===== src/rtl/qdl_pkg.sv =====
package qdl_pkg;
  localparam int QDL_NIB_W = 4;

  typedef enum logic [1:0] {
    PH_CMD   = 2'b00,
    PH_WDATA = 2'b01,
    PH_TURN  = 2'b10,
    PH_RDATA = 2'b11
  } qdl_phase_e;
endpackage


===== src/rtl/qdl_lane.sv =====
module qdl_lane
  import qdl_pkg::*;
#(
  parameter int NIB_W = QDL_NIB_W,
  parameter bit UPPER = 1'b0
) (
  input  logic             clk,
  input  logic             rst_n,
  input  logic             dual_en,
  input  logic             host_cs_n,
  input  logic [1:0]       phase,
  input  logic [NIB_W-1:0] cmd_o,
  input  logic [NIB_W-1:0] cmd_oe,
  input  logic [NIB_W-1:0] wr_nib,
  output logic             pin_cs_n,
  output logic [NIB_W-1:0] pin_o,
  output logic [NIB_W-1:0] pin_oe
);
  logic             lane_on;
  logic             cs_n_d;
  logic [NIB_W-1:0] o_d;
  logic [NIB_W-1:0] oe_d;

  assign lane_on = UPPER ? dual_en : 1'b1;

  always_comb begin
    cs_n_d = 1'b1;
    o_d    = '0;
    oe_d   = '0;
    if (!host_cs_n && lane_on) begin
      cs_n_d = 1'b0;
      unique case (qdl_phase_e'(phase))
        PH_CMD: begin
          o_d  = cmd_o;
          oe_d = cmd_oe;
        end
        PH_WDATA: begin
          if (dual_en) begin
            o_d  = wr_nib;
            oe_d = '1;
          end else begin
            o_d  = cmd_o;
            oe_d = cmd_oe;
          end
        end
        default: begin
          o_d  = '0;
          oe_d = '0;
        end
      endcase
    end
  end

  always_ff @(posedge clk) begin
    if (!rst_n) begin
      pin_cs_n <= 1'b1;
      pin_o    <= '0;
      pin_oe   <= '0;
    end else begin
      pin_cs_n <= cs_n_d;
      pin_o    <= o_d;
      pin_oe   <= oe_d;
    end
  end
endmodule


===== src/rtl/qdl_rd_merge.sv =====
module qdl_rd_merge
  import qdl_pkg::*;
#(
  parameter int NIB_W = QDL_NIB_W,
  localparam int BYTE_W = 2 * NIB_W
) (
  input  logic              clk,
  input  logic              rst_n,
  input  logic              sample,
  input  logic [NIB_W-1:0]  lo_i,
  input  logic [NIB_W-1:0]  up_i,
  output logic [BYTE_W-1:0] byte_o,
  output logic              valid_o
);
  logic [BYTE_W-1:0] woven;

  always_comb begin
    for (int k = 0; k < NIB_W; k++) begin
      woven[2*k]     = lo_i[k];
      woven[2*k + 1] = up_i[k];
    end
  end

  always_ff @(posedge clk) begin
    if (!rst_n) begin
      byte_o  <= '0;
      valid_o <= 1'b0;
    end else begin
      valid_o <= sample;
      if (sample) byte_o <= woven;
    end
  end
endmodule


===== src/rtl/qspi_dual_lane_mux.sv =====
module qspi_dual_lane_mux
  import qdl_pkg::*;
#(
  parameter int NIB_W = QDL_NIB_W,
  localparam int BYTE_W = 2 * NIB_W,
  localparam int LANES  = 2
) (
  input  logic              clk,
  input  logic              rst_n,
  input  logic              cfg_sep_bus,
  input  logic              cfg_two_mem,
  input  logic              ctl_cs_n,
  input  logic [1:0]        ctl_phase,
  input  logic [NIB_W-1:0]  ctl_io_out,
  input  logic [NIB_W-1:0]  ctl_io_oe,
  input  logic [BYTE_W-1:0] ctl_wbyte,
  input  logic              ctl_tick,
  output logic [NIB_W-1:0]  ctl_io_in,
  output logic [BYTE_W-1:0] rd_byte,
  output logic              rd_valid,
  output logic              lo_cs_n,
  output logic [NIB_W-1:0]  lo_io_o,
  output logic [NIB_W-1:0]  lo_io_oe,
  input  logic [NIB_W-1:0]  lo_io_i,
  output logic              up_cs_n,
  output logic [NIB_W-1:0]  up_io_o,
  output logic [NIB_W-1:0]  up_io_oe,
  input  logic [NIB_W-1:0]  up_io_i
);
  // named internal events, observed by the checker
  logic dual_en;
  logic rd_sample;

  logic             lane_cs_n [LANES];
  logic [NIB_W-1:0] lane_o    [LANES];
  logic [NIB_W-1:0] lane_oe   [LANES];
  logic [NIB_W-1:0] lane_wr   [LANES];

  assign dual_en   = cfg_sep_bus & cfg_two_mem;
  assign rd_sample = dual_en & ~ctl_cs_n & ctl_tick &
                     (qdl_phase_e'(ctl_phase) == PH_RDATA);

  for (genvar gi = 0; gi < LANES; gi++) begin : g_lane
    for (genvar gk = 0; gk < NIB_W; gk++) begin : g_bit
      assign lane_wr[gi][gk] = ctl_wbyte[2*gk + gi];
    end

    qdl_lane #(
      .NIB_W (NIB_W),
      .UPPER (gi == 1)
    ) u_lane (
      .clk       (clk),
      .rst_n     (rst_n),
      .dual_en   (dual_en),
      .host_cs_n (ctl_cs_n),
      .phase     (ctl_phase),
      .cmd_o     (ctl_io_out),
      .cmd_oe    (ctl_io_oe),
      .wr_nib    (lane_wr[gi]),
      .pin_cs_n  (lane_cs_n[gi]),
      .pin_o     (lane_o[gi]),
      .pin_oe    (lane_oe[gi])
    );
  end

  assign lo_cs_n  = lane_cs_n[0];
  assign lo_io_o  = lane_o[0];
  assign lo_io_oe = lane_oe[0];
  assign up_cs_n  = lane_cs_n[1];
  assign up_io_o  = lane_o[1];
  assign up_io_oe = lane_oe[1];

  assign ctl_io_in = lo_io_i;

  qdl_rd_merge #(.NIB_W(NIB_W)) u_merge (
    .clk     (clk),
    .rst_n   (rst_n),
    .sample  (rd_sample),
    .lo_i    (lo_io_i),
    .up_i    (up_io_i),
    .byte_o  (rd_byte),
    .valid_o (rd_valid)
  );
endmodule


===== config.mk =====
export PLATFORM = sky130hd
export DESIGN_NAME = qspi_dual_lane_mux
export DESIGN_NICKNAME = d
export VERILOG_FILES = /design/src/rtl/qdl_pkg.sv /design/src/rtl/qdl_lane.sv /design/src/rtl/qdl_rd_merge.sv /design/src/rtl/qspi_dual_lane_mux.sv
export SDC_FILE = /design/constraint.sdc
export NUM_CORES = 1
export LEC_CHECK = 0
export BUFFER_PORTS_ARGS = -buffer_cell sky130_fd_sc_hd__buf_2
export CORE_AREA = 2 2 54 56
export CTS_BUF_LIST = sky130_fd_sc_hd__clkbuf_8
export CTS_CLUSTER_DIAMETER = 40
export DETAILED_ROUTE_END_ITERATION = 10
export DIE_AREA = 0 0 56 58
export PLACE_DENSITY = 0.76
export SYNTH_ARGS = -nofsm -noshare
export SYNTH_HDL_FRONTEND = slang
export SYNTH_SLANG_ARGS = --single-unit

===== constraint.sdc =====
create_clock -name clk -period 0.95 [get_ports clk]
set_input_delay 0.095 -clock clk [delete_from_list [all_inputs] [get_ports clk]]
set_output_delay 0.095 -clock clk [all_outputs]
set_load 0.02 [all_outputs]

# == Word-level counts from Yosys, hierarchy flattened ==
# Cells that the tools add are included.
# word_totals
reg_bits,27
in_bits,32
output_inout_bits,31
word_cells,29
# op_classes
n_eq_ne,2
n_mux,8
bitwise,6
n_reduce_logical,5
# op_table
operator,n
$pmux 4 s2,3
$mux 4,3
$and 1x1->1,4
$eq 2x1->1 const B,1
$eq 2x2->1 const B,1
$logic_not 2->1,1
$mux 1,2
$not 1->1,2
$reduce_and 2->1,1
$reduce_or 2->1,1
$logic_and 1x1->1,1
$logic_not 1->1,1

# == Longest topological paths before layout ==
# Gate-level depths: netlist (run 1).
# logic_depth
ltp_word,4
mapped_depth,5
mapped_depth_nobuf,3

# == Cells and area by module ==
# From an unflattened synthesis (run 1), not the netlist that was laid out.
# unflattened
hier_cells,96
area_unflattened_um2,1066.0
# by_module_without_submodules
module,n_inst,cells_each,area_per_inst_um2,seq_area_each_um2
qdl_lane (g_lane[0].u_lane),1,34,347.8,180.2
qdl_lane (g_lane[1].u_lane),1,28,335.3,180.2
qdl_rd_merge,1,27,329.1,180.2
qspi_dual_lane_mux,1,7,53.8,0.0

# == Worst setup path after synthesis (run 1) ==
# No wires, ideal clock.
# synth_path
kind,input port to flip-flop
start,input port rst_n
end,register g_lane[1].u_lane.pin_o[0]
setup_ns,0.070
t_arrival_ns,0.842
t_required_ns,0.880
setup_slack_ns,0.038
cell_stages,5
path_buffers,2
path_cell_list,buf_6 > nand2b_1 > or3_1 > clkbuf_1 > a21oi_1
# synth_between
elab_chain_cells,1
# synth_rtl
item,line_no,source
start: declaration,qspi_dual_lane_mux.sv:9,"input logic rst_n,"
$reduce_and 2->1 (no line),-,
end signal: assignment,qdl_lane.sv:57,pin_o <= '0;
end signal: assignment,qdl_lane.sv:61,pin_o <= o_d;
end: declaration,qdl_lane.sv:16,"output logic [NIB_W-1:0] pin_o,"
# Every way passes these cells.
# A chain may end at the register's enable or synchronous reset.

# == Final worst setup path (run 1) ==
# layout_path
start,register u_merge.byte_o[4]
end,output port rd_byte[4]
# layout_rtl
item,line_no,source
start: declaration,qdl_rd_merge.sv:12,"output logic [BYTE_W-1:0] byte_o,"
start signal: assignment,qdl_rd_merge.sv:30,if (sample) byte_o <= woven;
end: declaration,qspi_dual_lane_mux.sv:19,"output logic [BYTE_W-1:0] rd_byte,"
# No word-level cell between the ends.

==> flow_metrics.tcl, run 1 <==
set metrics [dict create \
    outcome "completed" \
    syn_area_um2 972 \
    htree_levels 1 \
    finalNetCount 201 \
    instances_no_fill 199 \
    hp-class "input port to register" \
    synth_nets 138 \
    synth-seq-area-share_pct 55.6 \
    cp.buffers_inverters 1 \
    tightestPinTransition_ns 0.252 \
    cts_resized 0 \
    die-height_um 58 \
    design.portCount 63 \
    hold_start "ctl_io_oe[2]" \
    critPathMaxFanout 2 \
    fmax_ghz 1.13 \
    row_count 19 \
    final_cell_mix "62 x buf_2, 30 x nand2_1, 27 x dfxtp_1" \
    cts_root_buf "clkbuf_8" \
    grt.total_usage_pct 14.9 \
    slew_headroom_pct 83.2 \
    cts_buffers 3 \
    reg2reg_slack_ns 0.35 \
    dp_hpwl_mm 1.86 \
    whs_path_depth 3 \
    synth-seq-cells 27 \
    cts_tree "done" \
    slowest_delay_ns 0.35 \
    syn_inst 106 \
    start_util_pct 36.5 \
    slew_violations 0 \
    seqPwrFrac_pct 57.2 \
    worstReg2RegStart "u_merge.byte_o[4]" \
    drt_iter0_markers 14 \
    core_area_um2 2660 \
    worst-setup-path-type "register to output pin" \
    crit_path_end_kind "output pin" \
    path_cells "buf_2" \
    period_share_pct 93.0 \
    final_hold_viol_count 0 \
    fp.dieArea_um2 3250 \
    crit_family "flip-flops" \
    yosysWarnings 0 \
    grt_pass1_wl_mm 3.82 \
    synth_top_cell_area_share_pct 55.6 \
    critPathLaunchType "register" \
    cts_hold_repair.buffers 0 \
    cts_sinks 27 \
    p_leak_nw 0.678 \
    synth_cell_type_count 17 \
    maxCapViolCount 0 \
    place_inst 195 \
    startpoint "u_merge.byte_o[4]" \
    cts_setup_buffers 0 \
    antenna_left 0 \
    period_needed_ns 0.883 \
    synth.area.top_cells "dfxtp_1 56%, nand2_1 12%, mux2i_1 8.2%" \
    cts_max_path_buffers 2 \
    crit_slowest_cell "dfxtp_1" \
    synth_area_per_cell_um2 9.17 \
    critical_path_arrival_ns 0.79 \
    grt_max_degree 18 \
    peakVddDrop_v 0.000907 \
    drt-total-wl_mm 2.24 \
    power_frac_comb_pct 11.8 \
    numPortBuffers 62 \
    mostFrequentLayoutCell "buf_2" \
    drt_first_pass_iters 4 \
    syn2layout_area_growth_pct 39.1 \
    internal-power_w 0.00155 \
    clock_latency_ns 0.26 \
    fin_hold_ws_ns 0.0502 \
    die_w_um 56 \
    worstPathRequired_ns 0.85 \
    swShare_pct 23.4 \
    viasPerCell 4.53 \
    antenna_found_initial 0 \
    grt_remaining_overflow 0 \
    r2r_end "u_merge.byte_o[4]" \
    rsz0062_at_grt "no" \
    power_frac_clock_pct 31.0 \
    grt_pass1_vias 884 \
    synth_top_area_cell "dfxtp_1" \
    min_to "g_lane[1].u_lane.pin_oe[2]" \
    p_sw_w 0.000473 \
    setup-violations-final 0 \
    reg2reg_depth 2 \
    gp_congestion 0.821 \
    clock_skew_ns 0 \
    final_layout_size_suffix_gt1_share_pct 44.6 \
    wire_per_inst_um 11.2 \
    path_clk_slew_ns 0.09 \
    drcViolationCount 0 \
    powerDensity_nw_per_um2 1490 \
    vias 901 \
    diodes 0 \
]
## logic make-up (layout without fill, tap and decap cells)
kind of cell,after synthesis,in the layout,share of synthesized area (%)
simple gates,54,54,25.4
compound gates,8,8,4.12
buf+inv,9,71,6.69
mux,8,8,8.24
flops,27,27,55.6
## registers in the layout (all words and copies together) (netlist names)
register,cells
u_merge.byte_o,8
g_lane.u_lane.pin_cs_n,2
g_lane.u_lane.pin_oe,8
g_lane.u_lane.pin_o,8
u_merge.valid_o,1
## power by group through the flow
stage	combinational [W]	sequential [W]	clock (W)
4_1_cts	0.000241	0.00116	0.000656
2_1_floorplan	0.000102	0.00121	0
5_1_grt	0.000265	0.00116	0.000691
3_3_place_gp	0.000234	0.00118	0
6_report	0.000238	0.00116	0.000625
3_5_place_dp	0.000240	0.00118	0
## through the flow
step	util [%]	instance area, um2	power [W]	setup TNS [ns]	setup WS (ns)
3_5_place_dp	49.1	1310	0.00142	-0.867	-0.133
6_report	50.8	1350	0.00202	0	0.0665
4_1_cts	50.8	1350	0.00205	0	0.0567
3_3_place_gp	49.1	1310	0.00142	-0.467	-0.0719
5_1_grt	50.8	1350	0.00212	0	0.0368
2_1_floorplan	-	972	0.00131	0	0.0378
## per-layer routing
| layer | vias up | share of wire, % | GRT usage [%] |
|---|---|---|---|
| met4 | 0 | 0 | 5.78 |
| met2 | 56 | 45 | 26.7 |
| li1 | 456 | - | - |
| met1 | 389 | 42 | 16.7 |
| met3 | 0 | 13 | 4.46 |
| met5 | - | 0 | 0 |
## synthesized netlist by cell type, drive strengths merged
| master | n |
|---|---|
| nand2 | 30 |
| dfxtp | 27 |
| nor2 | 16 |
| a21oi | 8 |
| mux2i | 8 |
| buf | 7 |
| clkbuf | 2 |
| nor3 | 2 |
| and3 | 1 |
| nand2b | 1 |
| nand3 | 1 |
| nand4b | 1 |
| or2 | 1 |
| or3 | 1 |
## area by class of cell
cell class / count / area, um2
repair buffers: 67 / 360
well taps: 31 / 38.8
clock inverters: 1 / 5.00
fillers: 262 / 1310
flip-flops and latches: 27 / 541
multi-input cells: 70 / 367
clock buffers: 3 / 41.3
## worst max-delay path by stage
stage / to / slack [ns] / cells past startpoint
after CTS: rd_byte[5] / 0.06 / 1
after global placement: g_lane[1].u_lane.pin_o[2] / -0.07 / 4
after floorplan: g_lane[1].u_lane.pin_o[0] / 0.04 / 5
after detailed placement: g_lane[1].u_lane.pin_o[0] / -0.13 / 4
after global routing: rd_byte[5] / 0.04 / 1
final: rd_byte[4] / 0.07 / 1
No activity file was read; power rests on OpenSTA's default activity.
==> run 2, diff against run 1 <==
- ABC_AREA: not set -> 1
- CORE_AREA: 2 2 54 56 -> 2 2 55 57
- DIE_AREA: 0 0 56 58 -> 0 0 57 59
- PLACE_DENSITY: 0.76 -> 0.75
==> run 2 against run 1 <==
  * Critical path depth did not move
  * Area after synthesis rose by 4.0%
  * Final cell count rose by 11%
  * Count of clock-buffer cells in the layout did not move
  * Design area rose by 5.0%
  * Register-to-register slack improved by 0.02 ns
  * Clock power rose by 3%
  * Die area rose by 3.5%
  * Total power rose by 2.7%
  * First-iteration DRC count rose by 71%
  * Worst setup slack improved by 0.014 ns
  * Critical path type unchanged
==> flow_metrics.tcl, run 2 <==
set metrics [dict create \
    outcome "completed" \
    vias 989 \
    syn_inst 124 \
    crit_family "flip-flops" \
    cts_max_path_buffers 2 \
    final_layout_size_suffix_gt1_share_pct 47.9 \
    worstPathRequired_ns 0.85 \
    drt_first_pass_iters 4 \
    cts_tree "done" \
    reg2reg_depth 4 \
    antenna_left 0 \
    peakVddDrop_v 0.00102 \
    yosysWarnings 0 \
    synth.most_common_cell "dfxtp_1" \
    crit_path_end_kind "output pin" \
    slew_headroom_pct 79.4 \
    crit_slowest_cell "dfxtp_1" \
    period_needed_ns 0.869 \
    antenna_found_initial 0 \
    gp_congestion 0.752 \
    final_cell_mix "62 x buf_2, 27 x dfxtp_1, 22 x nor2_1" \
    grt_remaining_overflow 0 \
    synth_nets 156 \
    powerDensity_nw_per_um2 1460 \
    cts_hold_repair.buffers 0 \
    critPathMaxFanout 2 \
    async_reset_ff_share_pct 0 \
    core_area_um2 2710 \
    synthTopCellsByCount "27 x dfxtp_1, 22 x nor2_1, 14 x nand3_1" \
    synth-seq-cells 27 \
    setup-violations-final 0 \
    whs_path_depth 3 \
    ys.flop_type "dfxtp_1" \
    fmax_ghz 1.15 \
    cts_resized 0 \
    period_share_pct 91.5 \
    grt_max_degree 17 \
    critPathLaunchType "register" \
    row_count 19 \
    power_frac_comb_pct 13.1 \
    synth_top_area_cell "dfxtp_1" \
    synth.area.top_cells "dfxtp_1 53%, nor2_1 8.2%, nand3_1 6.9%" \
    cts_buffers 3 \
    wire_per_inst_um 9.90 \
    reg_top3 "g_lane.u_lane.pin_o x8, g_lane.u_lane.pin_oe x8, u_merge.byte_o x8" \
    maxCapViolCount 0 \
    synth_edf_count 0 \
    slowest_delay_ns 0.34 \
    die_w_um 57 \
    path_cells "buf_2" \
    hp-class "input port to register" \
    power_frac_clock_pct 31.0 \
    clock_skew_ns 0 \
    viasPerCell 4.48 \
    synth_area_per_cell_um2 8.15 \
    cp.buffers_inverters 1 \
    synth_top_cell_area_share_pct 53.5 \
    design.portCount 63 \
    cts_root_buf "clkbuf_8" \
    drcViolationCount 0 \
    cts_sinks 27 \
    drt_iter0_markers 24 \
    internal-power_w 0.00156 \
    grt_pass1_wl_mm 3.57 \
    fp.dieArea_um2 3360 \
    drt-total-wl_mm 2.19 \
    start_util_pct 37.3 \
    diodes 0 \
    final_hold_viol_count 0 \
    finalNetCount 223 \
    p_leak_nw 0.751 \
    swShare_pct 24.6 \
    grt.total_usage_pct 13.6 \
    cts_setup_buffers 0 \
    die-height_um 59 \
    grt_pass1_vias 875 \
    fillers 287 \
    synth-seq-area-share_pct 53.5 \
    critical_path_arrival_ns 0.77 \
    slew_violations 0 \
    path_clk_slew_ns 0.09 \
    cp.depth 1 \
    syn2layout_area_growth_pct 40.5 \
    finish.utilization_pct 52.4 \
    tns_ns 0 \
    dp_hpwl_mm 1.81 \
    p_sw_w 0.000510 \
    seqPwrFrac_pct 55.9 \
    clock_latency_ns 0.26 \
    tightestPinTransition_ns 0.309 \
    rsz0062_at_grt "no" \
    syn_area_um2 1010 \
    numPortBuffers 62 \
    worst-setup-path-type "register to output pin" \
    htree_levels 1 \
    synth_cell_type_count 14 \
    mostFrequentLayoutCell "buf_2" \
]
## run 2: cell count changes in the layout (fill, tap and decap cells not counted), moves of 3 or more
cell     before  now
nand2_1      30   13
nand3_1       0   14
inv_1         0   11
nand2_2       0   10
mux2i_1       8    0
nor2_1       16   22
a21oi_1       8   12
nor2_2        0    4
inv_2         0    3
## run 2: cells by family after synthesis
logic type | after synthesis | synth area share [%]
compound gates | 12 | 5.94
buf+inv | 20 | 9.78
flops | 27 | 53.5
simple gates | 65 | 30.8
## run 2: path summary, 6_finish.rpt
kind	from	end	slack (ns)
max	u_merge.byte_o[5]	rd_byte[5]	0.08
min	ctl_wbyte[7]	g_lane[1].u_lane.pin_o[3]	0.07
max reg2reg	u_merge.byte_o[7]	u_merge.byte_o[7]	0.37
min reg2reg	u_merge.byte_o[2]	u_merge.byte_o[2]	0.48
## run 2: routing by layer
metal	track usage (%)	part of all wire, %	up-vias
met4	5.98	0.41	0
met3	2.40	11	2
met5	0	0	-
met1	17.2	45	417
met2	23.0	43	57
li1	-	-	513
## run 2: final cells by class
cell class | instances | area, um2 | area share, %
clock inverters | 1 | 7.51 | 0.529
repair buffers | 68 | 368 | 25.9
multi-input cells | 77 | 372 | 26.2
inverters | 14 | 52.6 | 3.70
flip-flops and latches | 27 | 541 | 38.1
well taps | 31 | 38.8 | 2.73
clock buffers | 3 | 41.3 | 2.91
## run 2: power groups by stage
stage,logic (W),registers [W],clock network [W]
after floorplan,0.000117,0.00122,0
after global placement,0.000273,0.00119,0
after detailed placement,0.000274,0.00119,0
after CTS,0.000275,0.00116,0.000660
after global routing,0.000300,0.00116,0.000710
final,0.000272,0.00116,0.000642
## run 2: stage by stage
stage,power (W),instances,worst slack [ns],hold WS (ns),cell area [um2]
5_1_grt,0.00217,221,0.0370,0.0706,1420
2_1_floorplan,0.00133,124,0.227,0.232,1010
3_3_place_gp,0.00146,217,0.0717,0.349,1370
4_1_cts,0.00209,221,0.0726,0.0620,1420
3_5_place_dp,0.00146,217,0.0594,0.350,1370
6_report,0.00207,221,0.0807,0.0663,1420
==> run 3, diff against run 2 <==
- CORE_AREA: 2 2 55 57 -> 2 2 50 52
- DIE_AREA: 0 0 57 59 -> 0 0 52 54
- PLACE_DENSITY: 0.75 -> 0.85
- SLEW_MARGIN: not set -> 20
- clock period: 0.95 -> 1.1 ns (I/O delays scaled with it)
==> run 3 against run 2 <==
  * Combinational power is 20% lower
  * Largest cell class unchanged
  * Critical path depth stayed put
  * Sequential cell count stayed put
  * Register-to-register slack better by 0.14 ns
  * Global-route usage is 3.0 points higher
  * Count of clock-buffer cells in the layout stayed put
  * Clock skew stayed put
  * Routed wire length is 1.9% higher
  * Via count is 2.0% lower
==> flow_metrics.tcl, run 3 (same netlist as run 2, synthesis figures left out) <==
set metrics [dict create \
    grt_pass1_wl_mm 3.42 \
    design.portCount 63 \
    grt.total_usage_pct 16.6 \
    top_layer "met4" \
    row_count 18 \
    critPathMaxFanout 2 \
    period_needed_ns 0.880 \
    slew_violations 0 \
    slowest_delay_ns 0.34 \
    final_cell_mix "62 x buf_2, 27 x dfxtp_1, 22 x nor2_1" \
    wl_met1_um 942 \
    mostFrequentLayoutCell "buf_2" \
    place_inst 210 \
    outcome "completed" \
    setup-violations-final 0 \
    finalNetCount 217 \
    wl_met2_mm 1.04 \
    crit_family "flip-flops" \
    drt-total-wl_mm 2.23 \
    cts_tree "done" \
    cts_hold_repair.buffers 0 \
    htree_levels 1 \
    clock_latency_ns 0.26 \
    fmax_ghz 1.14 \
    final_layout_size_suffix_gt1_share_pct 46.2 \
    tightestPinTransition_ns 0.372 \
    seq_area_um2 541 \
    met3_length_um 232 \
    grt_remaining_overflow 0 \
    worst-setup-path-type "register to output pin" \
    antenna_left 0 \
    core_area_um2 2320 \
    drcViolationCount 0 \
    vias 969 \
    critPathLaunchType "register" \
    cts_root_buf "clkbuf_8" \
    die_w_um 52 \
    drt_first_pass_iters 4 \
    final_hold_viol_count 0 \
    reg_top3 "g_lane.u_lane.pin_o x8, g_lane.u_lane.pin_oe x8, u_merge.byte_o x8" \
    clock_skew_ns 0 \
    cts_resized 0 \
    cts_buffers 3 \
    hp-class "input port to register" \
    diodes 0 \
    critical_path_arrival_ns 0.77 \
    crit_path_end_kind "output pin" \
    slew_headroom_pct 75.1 \
    dp_hpwl_mm 1.82 \
    crit_slowest_cell "dfxtp_1" \
    powerDensity_nw_per_um2 1290 \
    multi_input_area_um2 372 \
    syn2layout_area_growth_pct 34.4 \
    path_clk_slew_ns 0.08 \
    cts_setup_buffers 0 \
    worstPathRequired_ns 0.99 \
    start_util_pct 43.6 \
    fp.dieArea_um2 2810 \
    cts_sinks 27 \
    fillers 225 \
    p_leak_nw 0.722 \
    drt_iter0_markers 5 \
    maxCapViolCount 0 \
    placed_area_um2 1310 \
    path_cells "buf_2" \
    viasPerCell 4.53 \
    cp.buffers_inverters 1 \
    finish.instance_area_um2 1360 \
    grt_max_degree 16 \
    fin_hold_ws_ns 0.0941 \
    gp_congestion 0.701 \
    cts_max_path_buffers 2 \
    instances_no_fill 214 \
    numPortBuffers 62 \
    antenna_found_initial 0 \
    period_share_pct 80.0 \
    die-height_um 54 \
    peakVddDrop_v 0.000780 \
    grt_pass1_vias 854 \
    tns_ns 0 \
    wire_per_inst_um 10.4 \
    rsz0062_at_grt "no" \
]
[run 3: changes by cell type in the layout (fill, tap and decap cells not counted)]
cell | previous run | this run
buf_12 | 1 | 0
buf_4 | 5 | 0
clkinv_2 | 0 | 1
clkinvlp_4 | 1 | 0
[run 3: final timing paths]
| check | start | to | slack [ns] | depth (start not counted) |
|---|---|---|---|---|
| worst min register to register | u_merge.byte_o[4] | u_merge.byte_o[4] | 0.48 | 2 |
| worst min-delay path | ctl_wbyte[6] | g_lane[0].u_lane.pin_o[3] | 0.09 | 3 |
| worst max-delay path | u_merge.byte_o[0] | rd_byte[0] | 0.22 | 1 |
| worst max register to register | u_merge.byte_o[7] | u_merge.byte_o[7] | 0.51 | 4 |
[run 3: final cells by class]
cell class | instances | area share [%]
repair buffers | 62 | 22.8
clock inverters | 1 | 0.368
multi-input cells | 77 | 27.3
flip-flops and latches | 27 | 39.8
clock buffers | 3 | 3.04
inverters | 14 | 3.87
well taps | 30 | 2.76
[run 3: per-stage QoR]
stage / setup WS, ns / utilization (%) / power, W
floorplan: 0.362 / - / 0.00115
global placement: 0.101 / 56.6 / 0.00124
detailed placement: 0.0590 / 56.6 / 0.00124
CTS: 0.211 / 58.6 / 0.00177
global route: 0.172 / 58.6 / 0.00183
finish: 0.220 / 58.6 / 0.00175
[run 3: worst register-to-register path, cell delays in order, from the launching register on]
cell	delay (ns)
dfxtp_1	0.32
nand2_1	0.05
nand2_1	0.05
nand2_1	0.05
inv_1	0.03
[run 3: power by group]
group / internal (W) / total [W] / switching (W)
clock: 0.000253 / 0.000532 / 0.000279
combinational: 0.0000844 / 0.000218 / 0.000134
sequential: 0.000996 / 0.00100 / 0.00000534
total: 0.00133 / 0.00175 / 0.000419
[run 3: per-layer routing]
metal | vias up | GRT usage, %
met4 | 0 | 6.58
met2 | 55 | 29.7
met5 | - | 0
met1 | 408 | 19.8
li1 | 504 | -
met3 | 2 | 2.78
